File: src/rtl/uart_vote_rx.sv
module uart_vote_rx #(
  parameter int DW  = 8,
  parameter int OSN = 16,
  parameter int OSF = 8
) (
  input  logic          clk,
  input  logic          rst_n,
  input  logic          smp_en,
  input  logic          rxd,
  input  logic          fast_mode,
  input  logic [1:0]    len_sel,
  input  logic          par_en,
  input  logic          par_odd,
  output logic [DW-1:0] rx_data,
  output logic          rx_valid,
  output logic          frm_err,
  output logic          par_err
);
  localparam int CW = $clog2(OSN + 1);
  localparam int BW = $clog2(DW);
  localparam logic [CW-1:0] N_END = CW'(OSN);
  localparam logic [CW-1:0] F_END = CW'(OSF);
  localparam logic [CW-1:0] N_MID = CW'(OSN / 2);
  localparam logic [CW-1:0] F_MID = CW'(OSF / 2);

  typedef enum logic [2:0] {S_IDLE, S_START, S_DATA, S_PAR, S_STOP, S_TAIL} st_t;

  st_t           st;
  logic          sy1, sy2, line_q;
  logic [CW-1:0] cnt;
  logic [1:0]    vq;
  logic [BW-1:0] bidx;
  logic [DW-1:0] sh;
  logic          acc, perr_q;

  logic [CW-1:0] nxt, lo, hi, lim;
  logic [1:0]    pad;
  logic [BW-1:0] last_idx;
  logic          in_win, last_v, bit_end, vote, fall;

  assign nxt      = cnt + CW'(1);
  assign lo       = fast_mode ? F_MID : N_MID;
  assign hi       = lo + CW'(2);
  assign lim      = fast_mode ? F_END : N_END;
  assign in_win   = (nxt >= lo) && (nxt <= hi);
  assign last_v   = (nxt == hi);
  assign bit_end  = (nxt == lim);
  assign vote     = (vq[1] & vq[0]) | (vq[1] & sy2) | (vq[0] & sy2);
  assign fall     = line_q & ~sy2;
  assign pad      = 2'd3 - len_sel;
  assign last_idx = BW'(DW - 1) - BW'(pad);

  always_ff @(posedge clk or negedge rst_n) begin
    if (!rst_n) begin
      sy1 <= 1'b1; sy2 <= 1'b1; line_q <= 1'b1;
      st <= S_IDLE; cnt <= '0; vq <= '0; bidx <= '0;
      sh <= '0; acc <= 1'b0; perr_q <= 1'b0;
      rx_data <= '0; rx_valid <= 1'b0; frm_err <= 1'b0; par_err <= 1'b0;
    end else begin
      sy1 <= rxd;
      sy2 <= sy1;
      rx_valid <= 1'b0;
      if (smp_en) begin
        line_q <= sy2;
        if (in_win) vq <= {vq[0], sy2};
        cnt <= bit_end ? '0 : nxt;
        unique case (st)
          S_IDLE: begin
            cnt <= nxt;
            if (fall) begin
              st <= S_START; cnt <= CW'(1);
              bidx <= '0; sh <= '0; acc <= 1'b0; perr_q <= 1'b0;
            end
          end
          S_START: begin
            if (last_v && vote) st <= S_IDLE;
            else if (bit_end) st <= S_DATA;
          end
          S_DATA: begin
            if (last_v) begin
              sh  <= {vote, sh[DW-1:1]};
              acc <= acc ^ vote;
            end
            if (bit_end) begin
              bidx <= bidx + BW'(1);
              if (bidx == last_idx) st <= par_en ? S_PAR : S_STOP;
            end
          end
          S_PAR: begin
            if (last_v) perr_q <= acc ^ vote ^ par_odd;
            if (bit_end) st <= S_STOP;
          end
          S_STOP: begin
            if (last_v) begin
              rx_valid <= 1'b1;
              rx_data  <= sh >> pad;
              frm_err  <= ~vote;
              par_err  <= par_en & perr_q;
              st       <= fast_mode ? S_TAIL : S_IDLE;
            end
          end
          default: st <= S_IDLE;
        endcase
      end
    end
  end

  a_r8_single_strobe: assert property (@(posedge clk) disable iff (!rst_n)
    rx_valid |=> !rx_valid);
  a_r8_flags_with_strobe: assert property (@(posedge clk) disable iff (!rst_n)
    (!$stable(frm_err) || !$stable(par_err) || !$stable(rx_data)) |-> rx_valid);
  a_r8_strobe_from_stop: assert property (@(posedge clk) disable iff (!rst_n)
    rx_valid |-> $past(st) == S_STOP);
  a_r2_start_entry: assert property (@(posedge clk) disable iff (!rst_n)
    (st == S_IDLE && smp_en && line_q && !sy2) |=> (st == S_START && cnt == CW'(1)));
  a_r4_hold_between_pulses: assert property (@(posedge clk) disable iff (!rst_n)
    !smp_en |=> ($stable(st) && $stable(cnt)));
  a_r4_count_bound: assert property (@(posedge clk) disable iff (!rst_n)
    (st != S_IDLE) |-> (cnt < N_END));
  a_r9_tail_fast_only: assert property (@(posedge clk) disable iff (!rst_n)
    (st == S_TAIL) |-> fast_mode);
endmodule

File: config.mk
export PLATFORM = sky130hd
export DESIGN_NAME = uart_vote_rx
export DESIGN_NICKNAME = d
export VERILOG_FILES = /design/src/rtl/uart_vote_rx.sv
export SDC_FILE = /design/constraint.sdc
export NUM_CORES = 1
export LEC_CHECK = 0
export BUFFER_PORTS_ARGS = -buffer_cell sky130_fd_sc_hd__buf_2
export CAP_MARGIN = 10
export CORE_MARGIN = 5
export CORE_UTILIZATION = 50
export CTS_BUF_LIST = sky130_fd_sc_hd__clkbuf_2 sky130_fd_sc_hd__clkbuf_4 sky130_fd_sc_hd__clkbuf_8
export CTS_CLUSTER_SIZE = 24
export DETAILED_ROUTE_END_ITERATION = 16
export PLACE_DENSITY = 0.69
export SLEW_MARGIN = 20
export SYNTH_ARGS = -nofsm -noshare
export SYNTH_HDL_FRONTEND = slang
export SYNTH_SLANG_ARGS = --single-unit
File: constraint.sdc
create_clock -name clk -period 2.8 [get_ports clk]
set_input_delay 0.56 -clock clk [delete_from_list [all_inputs] [get_ports clk]]
set_output_delay 0.56 -clock clk [all_outputs]
set_load 0.005 [all_outputs]
Yosys cells after proc, flatten, opt, wreduce, memory -nomap -nowiden. Cells that the tools add are included.

Register bits: 37. Bits in latches: 0. Bits in writable memories: 0. Memory bits (read-only): 0. Bits of input ports: 9. Output and inout bits: 11. Word-level logic and storage cells: 88. Memories kept: 0.

$add $sub $neg: 5. Multipliers: 0. Div/mod/pow operators: 0. Order comparisons: 2. Equal/unequal tests: 15. Shifts and indexed selects: 1. Multiplexer cells: 29. Bitwise operators: 11. Reductions and logical operators: 11.

Operator list (number): 2-to-1 mux 3 bit (11); 2-to-1 mux 5 bit (4); 2-to-1 mux 8 bit (2); case mux 8 bit (2 select lines) (1); case mux 3 bit (5 select lines) (1); != test 2 bit, second input constant (7); AND reduction 4 bit (3); == test 5 bit (2); >> shifter 8 x 2 -> 8 bit (1); AND reduction 7 bit (1); == test 3 x 2 -> 1 bit, second input constant (2); 2-to-1 mux 1 bit (6); case mux 3 bit (2 select lines) (1); adder 4 x 2 -> 5 bit, second input constant (1); adder 5 x 1 -> 5 bit, second input constant (1); AND 1 bit (5); >= comparator 5 x 4 -> 1 bit (1); <= comparator 5 bit (1); 2-to-1 mux 4 bit (1); case mux 1 bit (2 select lines) (2); nonzero test 2 bit (2); adder 3 x 1 -> 3 bit, second input constant (1); == test 3 x 1 -> 1 bit, second input constant (1); == test 3 bit (1); 11 further kinds (15).

Depth between registers and ports, before layout. Gate-level depths: netlist (run 1).

Word-level depth: 7. Depth in mapped cells: 9. Mapped depth without buffers: 8.

Worst setup path before layout (run 1). OpenSTA, ideal clock, no wires.

Path type: register to register. From: register cnt[0]. To: register sh[0]. Library setup time: 0.127 ns. Arrival time: 2.135 ns. Slack: 0.538 ns. Stages on the path, launching flop included: 10. Buffers on the path: 1. Clock period less this slack: 2.262 ns. Path through: dfrtp_1 > ha_1 > xor2_1 > ha_1 > nand4_1 > or2_2 > a21o_2 > buf_4 > nand2_1 > o21ai_0.

Longest elaborated chain between the ends: 4.

RTL lines: start, declared (line 30) `logic [CW-1:0] cnt;`; start signal, assigned (line 66) `cnt <= bit_end ? '0 : nxt;`; start signal, assigned (line 69) `cnt <= nxt;`; adder 5 x 1 -> 5 bit (line 41) `assign nxt = cnt + CW'(1);`; == test 5 bit (line 46) `assign last_v = (nxt == hi);`; != test 2 bit (no source line); AND reduction 4 bit (no source line); end signal, assigned (line 81) `sh <= {vote, sh[DW-1:1]};`; end, declared (line 33) `logic [DW-1:0] sh;`.

No other way between the ends. A chain may end at the register's enable or synchronous reset.

Worst setup path in the final report (run 1).
From: register cnt[0]. To: register acc.

Longest elaborated chain between the ends: 4.

RTL lines: adder 5 x 1 -> 5 bit (line 41); == test 5 bit (line 46); != test 2 bit (no source line); AND reduction 4 bit (no source line); end signal, assigned (line 82) `acc <= acc ^ vote;`; end, declared (line 34) `logic acc, perr_q;`.

No other way between the ends.

==> results of run 1 <==
-- worst min-delay path by stage --
stage	from	end	slack, ns
6_report	rst_n	cnt[3]$_DFFE_PN0P_	0.35
5_1_grt	rxd	sy1$_DFF_PN1_	0.36
4_1_cts	rxd	sy1$_DFF_PN1_	0.36
3_5_place_dp	sy1$_DFF_PN1_	sy2$_DFF_PN1_	0.35
3_3_place_gp	sy1$_DFF_PN1_	sy2$_DFF_PN1_	0.35
2_1_floorplan	rst_n	acc$_DFFE_PN0P_	0.26
-- cell usage in the layout (no fill, tap or decap), drive strengths merged, types with 2 or more instances in the layout --
| cell | synthesis | layout |
|---|---|---|
| nand3 | 7 | 7 |
| clkbuf | 3 | 5 |
| nor2b | 3 | 3 |
| a21oi | 10 | 10 |
| o22ai | 2 | 2 |
| inv | 11 | 11 |
| dfrtp | 34 | 34 |
| xor2 | 3 | 3 |
| nand2b | 2 | 2 |
| mux2 | 7 | 7 |
| a21o | 2 | 2 |
| ha | 5 | 5 |
| nand4 | 2 | 2 |
| nor3 | 3 | 3 |
| buf | 7 | 19 |
| dfstp | 3 | 3 |
| mux2i | 5 | 5 |
| nor2 | 9 | 9 |
| o21ai | 26 | 26 |
| o31ai | 7 | 7 |
| nand2 | 43 | 43 |
| xnor2 | 6 | 6 |
-- cells by family after synthesis --
kind of cell	count (synthesis)
AND/OR/NAND/NOR	74
AO/OA/AOI/OAI	57
flip-flops	37
buffers and inverters	21
multiplexers	12
XOR/XNOR	9
adder cells (fa/ha/maj)	6
-- state kept, by name, summed over array words and instances (netlist names), 2 cells and up --
name and count:
st 3, cnt 5, bidx 3, sh 8, vq 2, rx_data 8
-- worst max-delay path, stage by stage (launching register included) --
cell     delay (ns)
dfrtp_1        0.43
ha_1           0.28
xor2_1         0.18
ha_1           0.33
nand4_1        0.18
or2_2          0.38
a21o_2         0.32
o21ai_0        0.18
o31ai_1        0.09
-- routing by layer --
metal | vias to the layer above | wire [um]
met5 | - | 0
met4 | 0 | 62
met2 | 35 | 1570
li1 | 782 | -
met3 | 4 | 186
met1 | 711 | 1940
-- area by class of cell --
type / count / area [um^2] / share of cell area
multi-input cells: 158 / 995 / 0.444
inverters: 11 / 41.3 / 0.0184
flip-flops and latches: 37 / 930 / 0.415
clock inverters: 3 / 46.3 / 0.0207
repair buffers: 19 / 95.1 / 0.0425
clock buffers: 5 / 68.8 / 0.0307
well taps: 50 / 62.6 / 0.0279
-- metrics by stage --
| stage | hold WS (ns) | power (mW) |
|---|---|---|
| 2_1_floorplan | 0.264 | 1.23 |
| 3_3_place_gp | 0.346 | 1.33 |
| 3_5_place_dp | 0.347 | 1.34 |
| 4_1_cts | 0.357 | 1.81 |
| 5_1_grt | 0.360 | 1.93 |
| 6_report | 0.354 | 1.80 |
-- power breakdown --
| part | switching [mW] | total [mW] | internal, mW |
|---|---|---|---|
| clock | 0.199 | 0.466 | 0.267 |
| combinational | 0.341 | 0.599 | 0.258 |
| sequential | 0.117 | 0.740 | 0.624 |
==> key figures, run 1 <==
STA
  • Total negative slack: 0 ns
  • Fin crit period: 2.49 ns
  • Worst setup margin: 0.309 ns
  • RSZ-0062 raised after global routing: no
  • Worst-case clock skew: 0.00653 ns
  • Slew HR: 0.466
  • Tcrit/Tclk final: 0.890
  • Achievable clock frequency: 0.401 GHz
  • Final setup viols: 0
  • Final Slew Violations: 0
  • Worst Tran Pin Value: 0.801 ns
  • Final hold violation count: 0

Clocking
  • CTS sink count: 37
  • Cts hold-fix bufs: 0
  • Htree depth: 2
  • CTS tree: done
  • Post-CTS Resized: 0
  • Setup bufs post-CTS: 0
  • Clock Path Buffers: 2
  • Reg clk slew, reported paths: 0.08 ns
  • Clock Latency Late Sink: 0.29 ns
  • Clk root buf: clkbuf_8
  • Cts bufs inserted: 5

Power
  • VDD IR-drop max: 0.000340 V
  • PwrDens: 806 nW/um^2
  • P_leak: 1.03 nW

Logic synthesis
  • Post-synth ARST share: 1.00
  • Xor/xnor share of the synthesized area: 0.0388
  • Post-synthesis mux area share: 0.0635
  • Synth area leaders: dfrtp_1 42%, nand2_1 8.0%, o21ai_0 5.9%, dfstp_2 3.9%, mux2_2 3.9%
  • Post-synth EDFFs: 0
  • Synth warn: 0
  • Most numerous cell in the Yosys netlist: nand2_1
  • Syn Inst Count: 216
  • FF+latch count, synth: 37
  • Synth top area share: 0.419
  • Adder-cell share of the synthesized area: 0.0358
  • Post-synthesis compound-gate area fraction: 0.187
  • Syn Nets: 230
  • Post-synth top area cell: dfrtp_1
  • Register area share after synthesis: 0.458
  • Post-Syn Area: 2030 um^2
  • Syn avg cell area: 9.40 um^2
  • Largest family of logic cells by synthesized area: compound AO/OA/AOI/OAI gates
  • Post-synth cell types: 45
  • Simple-gate area share of the yosys netlist: 0.165
  • Post-synth top flop: dfrtp_1
  • Synth cell count leaders: 43 x nand2_1, 34 x dfrtp_1, 24 x o21ai_0

Die
  • Effective utilization at floorplan: 0.511
  • Die Wd: 73.7 um
  • Chip height: 73.7 um
  • Top Ports: 20
  • Core area: 3970 um^2
  • Cell Rows: 23
  • Die area: 5430 um^2

GRT
  • M2 GR Usage: 0.227
  • First-pass GRT wire length: 6560 um
  • Grt met1 use: 0.221
  • Tot GR Track Use: 0.157
  • Overflow after GRT: 0
  • Pin count of the biggest net entering global routing: 38
  • GR met3 Demand/Resource: 0.0424
  • Vias in the first global route: 1418
  • Initial antenna violation count: 0
  • Most Used Layer, Global Route: met2

Final layout
  • # diodes: 0
  • Layout area overhead: 10.3%
  • Fillers: 367
  • Core Util, Final: 0.564
  • Fraction of layout cells with a size suffix above 1: 0.189
  • Design area: 2240 um^2
  • Final cell count without fillers: 283
  • Final nets: 246

Setup path
  • R2r worst-path depth: 8
  • Critical Path AT: 2.66 ns
  • Register-to-register setup slack: 0.31 ns
  • Max FO, Critical Path: 17
  • Crit path from: cnt[0]$_DFFE_PN0P_
  • RR Endpoint: acc$_DFFE_PN0P_
  • Req. time, crit path: 2.97 ns
  • CP Class: reg -> reg
  • Worst Setup EP: acc$_DFFE_PN0P_
  • Nature of the critical path startpoint: flip-flop
  • CP Capture Type: flip-flop
  • R2r startpoint: cnt[0]$_DFFE_PN0P_

Placed design
  • Gp weighted congestion: 0.822
  • Post-Place Cells: 275
  • # port buffers: 19
  • Pre-CTS setup slack: 0.324 ns
  • Post-Place Cell Area: 2120 um^2
  • Hpwl dp: 2760 um

Detailed routing
  • Via count: 1532
  • Drt first pass iters: 4
  • Iter 0 DRT Violations: 123
  • Post-Route WL: 3760 um
  • Routed Antenna Nets: 0
  • Number of remaining DRC errors: 0
  • DR WL/cell: 13.3 um
  • Vias/cell: 5.41

Run status
  • Status: finished, final reports clean

Worst hold path
  • Worst hold path type: in -> async

Flow run
  • Total of max-cap violations: 0
Note: power is estimated with default switching activity, not from simulation.
==> run 2: changes to the inputs <==
--- a/config.mk
+++ b/config.mk
@@ -13,6 +13,7 @@
 export CTS_CLUSTER_SIZE = 24
 export DETAILED_ROUTE_END_ITERATION = 16
 export PLACE_DENSITY = 0.69
+export RECOVER_POWER = 100
 export SLEW_MARGIN = 20
 export SYNTH_ARGS = -nofsm -noshare
 export SYNTH_HDL_FRONTEND = slang
==> key figures, run 2 (synthesis gave the netlist of run 1 again) <==
Setup path
  • R2r worst-path depth: 8 (unchanged)
  • CP most frequent cell: ha_1 (unchanged)
  • R2r startpoint: cnt[0]$_DFFE_PN0P_ (unchanged)
  • CP Capture Type: flip-flop (unchanged)
  • Crit path from: cnt[0]$_DFFE_PN0P_ (unchanged)
  • Worst path cell trace: ha_1, xor2_1, ha_1, nand4_1, or2_2, a21o_1, o21ai_0, o31ai_1 (was ha_1, xor2_1, ha_1, nand4_1, or2_2, a21o_2, o21ai_0, o31ai_1)
  • Max incr delay on CP: 0.43 ns (about the same)
  • Nature of the critical path startpoint: flip-flop (unchanged)
  • Register-to-register setup slack: 0.26 ns (was 0.31 ns)
  • Slowest cell on the critical path: dfrtp_1 (unchanged)
  • CP Class: reg -> reg (unchanged)
  • Critical Path AT: 2.71 ns (was 2.66 ns)
  • RR Endpoint: acc$_DFFE_PN0P_ (unchanged)
  • Max FO, Critical Path: 17 (unchanged)
  • Req. time, crit path: 2.96 ns (was 2.97 ns)

Die
  • Cell Rows: 23 (unchanged)
  • Core area: 3970 um^2 (unchanged)
  • Top Ports: 20 (unchanged)
  • Die area: 5430 um^2 (unchanged)
  • Chip height: 73.7 um (unchanged)
  • Die Wd: 73.7 um (unchanged)
  • Effective utilization at floorplan: 0.511 (unchanged)

Clocking
  • Cts bufs inserted: 5 (unchanged)
  • Post-CTS Resized: 0 (unchanged)
  • Cts hold-fix bufs: 0 (unchanged)
  • Clk root buf: clkbuf_8 (unchanged)
  • CTS sink count: 37 (unchanged)
  • Setup bufs post-CTS: 0 (unchanged)
  • CTS tree: done (unchanged)
  • Clock Latency Late Sink: 0.29 ns (about the same)
  • Reg clk slew, reported paths: 0.08 ns (about the same)
  • Htree depth: 2 (unchanged)
  • Clock Path Buffers: 2 (unchanged)

Final layout
  • Layout area overhead: 9.12% (was 10.3%)
  • Final cell count without fillers: 283 (unchanged)
  • Design area: 2210 um^2 (was 2240 um^2)
  • Fillers: 374 (was 367)
  • Most frequent cells in the layout: 43 x nand2_1, 34 x dfrtp_1, 25 x o21ai_0 (was 43 x nand2_1, 34 x dfrtp_1, 24 x o21ai_0)
  • Fraction of layout cells with a size suffix above 1: 0.150 (was 0.189)
  • Final nets: 246 (unchanged)
  • Commonest non-fill, non-tap cell in the layout: nand2_1 (unchanged)
  • Top Registers: rx_data: 8 flops, sh: 8 flops, cnt: 5 flops (unchanged)
  • # diodes: 0 (unchanged)

Power
  • Overall Power: 1.79 mW (was 1.80 mW)
  • PwrDens: 807 nW/um^2 (was 806 nW/um^2)
  • P_leak: 1.01 nW (was 1.03 nW)
  • VDD IR-drop max: 0.000340 V (about the same)

STA
  • Fin crit period: 2.54 ns (was 2.49 ns)
  • Final Slew Violations: 38 (was 0)
  • Total negative slack: 0 ns (unchanged)
  • Achievable clock frequency: 0.393 GHz (was 0.401 GHz)
  • Final setup viols: 0 (unchanged)
  • Worst Tran Pin Value: 1.91 ns (was 0.801 ns)
  • Slew HR: -0.272 (was 0.466)
  • Worst-case clock skew: 0.00561 ns (was 0.00653 ns)
  • Tcrit/Tclk final: 0.908 (was 0.890)
  • Final hold violation count: 0 (unchanged)
  • RSZ-0062 raised after global routing: no (unchanged)

Run status
  • Status: finished with violations (was finished, final reports clean)
  • Failing checks: capacitance limit, slew limit

Worst hold path
  • Worst hold path type: reg -> reg (was in -> async)
  • WHS Path Cells: 0
  • HP Start: sy1$_DFF_PN1_
  • Worst Hold End: sy2$_DFF_PN1_

Detailed routing
  • DR WL/cell: 13.3 um (about the same)
  • Number of remaining DRC errors: 0 (unchanged)
  • Vias/cell: 5.41 (about the same)
  • Routed Antenna Nets: 0 (unchanged)
  • Drt first pass iters: 4 (unchanged)
  • Post-Route WL: 3750 um (was 3760 um)
  • Via count: 1531 (was 1532)
  • Iter 0 DRT Violations: 110 (was 123)

Flow run
  • Total of max-cap violations: 1 (was 0)

GRT
  • First-pass GRT wire length: 6560 um (unchanged)
  • Pin count of the biggest net entering global routing: 38 (unchanged)
  • Vias in the first global route: 1418 (unchanged)
  • Grt met1 use: 0.221 (unchanged)
  • Initial antenna violation count: 0 (unchanged)
  • M2 GR Usage: 0.227 (unchanged)
  • Most Used Layer, Global Route: met2 (unchanged)
  • Overflow after GRT: 0 (unchanged)
  • GR met3 Demand/Resource: 0.0424 (unchanged)
  • Tot GR Track Use: 0.157 (unchanged)

Placed design
  • # port buffers: 19 (unchanged)
  • Post-Place Cells: 275 (unchanged)
  • Post-Place Cell Area: 2120 um^2 (unchanged)
  • Hpwl dp: 2760 um (unchanged)
  • Gp weighted congestion: 0.822 (unchanged)
run 2: cell types whose count changed in the layout (fill, tap and decap cells not counted), sizes merged:
cell and change:
clkbuf +7, buf -7
run 2: metrics by stage:
| stage | util | setup WS [ns] | hold WS [ns] |
|---|---|---|---|
| floorplan | - | 0.538 | 0.264 |
| global placement | 0.535 | 0.398 | 0.346 |
| detailed placement | 0.535 | 0.324 | 0.347 |
| CTS | 0.564 | 0.313 | 0.357 |
| global route | 0.558 | 0.0682 | 0.360 |
| finish | 0.558 | 0.258 | 0.357 |
run 2: report_power, final:
part / leakage [nW] / internal (mW) / switching, mW
logic: 0.459 / 0.248 / 0.331
registers: 0.493 / 0.624 / 0.119
clock network: 0.0543 / 0.267 / 0.199
run 2: worst max-delay path, delay by kind of cell, from the launching register on:
kind,cells,cell delay (ns)
xor+xnor,1,0.18
flops,1,0.43
simple gates,2,0.56
fa+ha+maj,2,0.61
compound gates,3,0.63
run 2: how the worst max path moves through the flow:
stage / end / slack, ns
3_5_place_dp: rx_data[0]$_DFFE_PN0P_ / 0.32
3_3_place_gp: rx_data[0]$_DFFE_PN0P_ / 0.40
2_1_floorplan: sh[0]$_DFFE_PN0P_ / 0.54
4_1_cts: rx_data[0]$_DFFE_PN0P_ / 0.31
5_1_grt: rx_data[7]$_DFFE_PN0P_ / 0.07
6_report: acc$_DFFE_PN0P_ / 0.26
run 2: area by class of cell:
| cell class | count | area, um^2 | area share |
|---|---|---|---|
| Clock buffer | 5 | 68.8 | 0.0311 |
| Clock inverter | 3 | 46.3 | 0.0209 |
| Inverter | 11 | 41.3 | 0.0186 |
| Multi-Input combinational cell | 158 | 980 | 0.442 |
| Sequential cell | 37 | 930 | 0.420 |
| Tap cell | 50 | 62.6 | 0.0282 |
| Timing Repair Buffer | 19 | 86.3 | 0.0390 |
run 2: routing by layer:
metal | part of all wire | wire [um]
met1 | 0.51 | 1910
met2 | 0.42 | 1590
met3 | 0.051 | 191
met4 | 0.017 | 62
met5 | 0 | 0
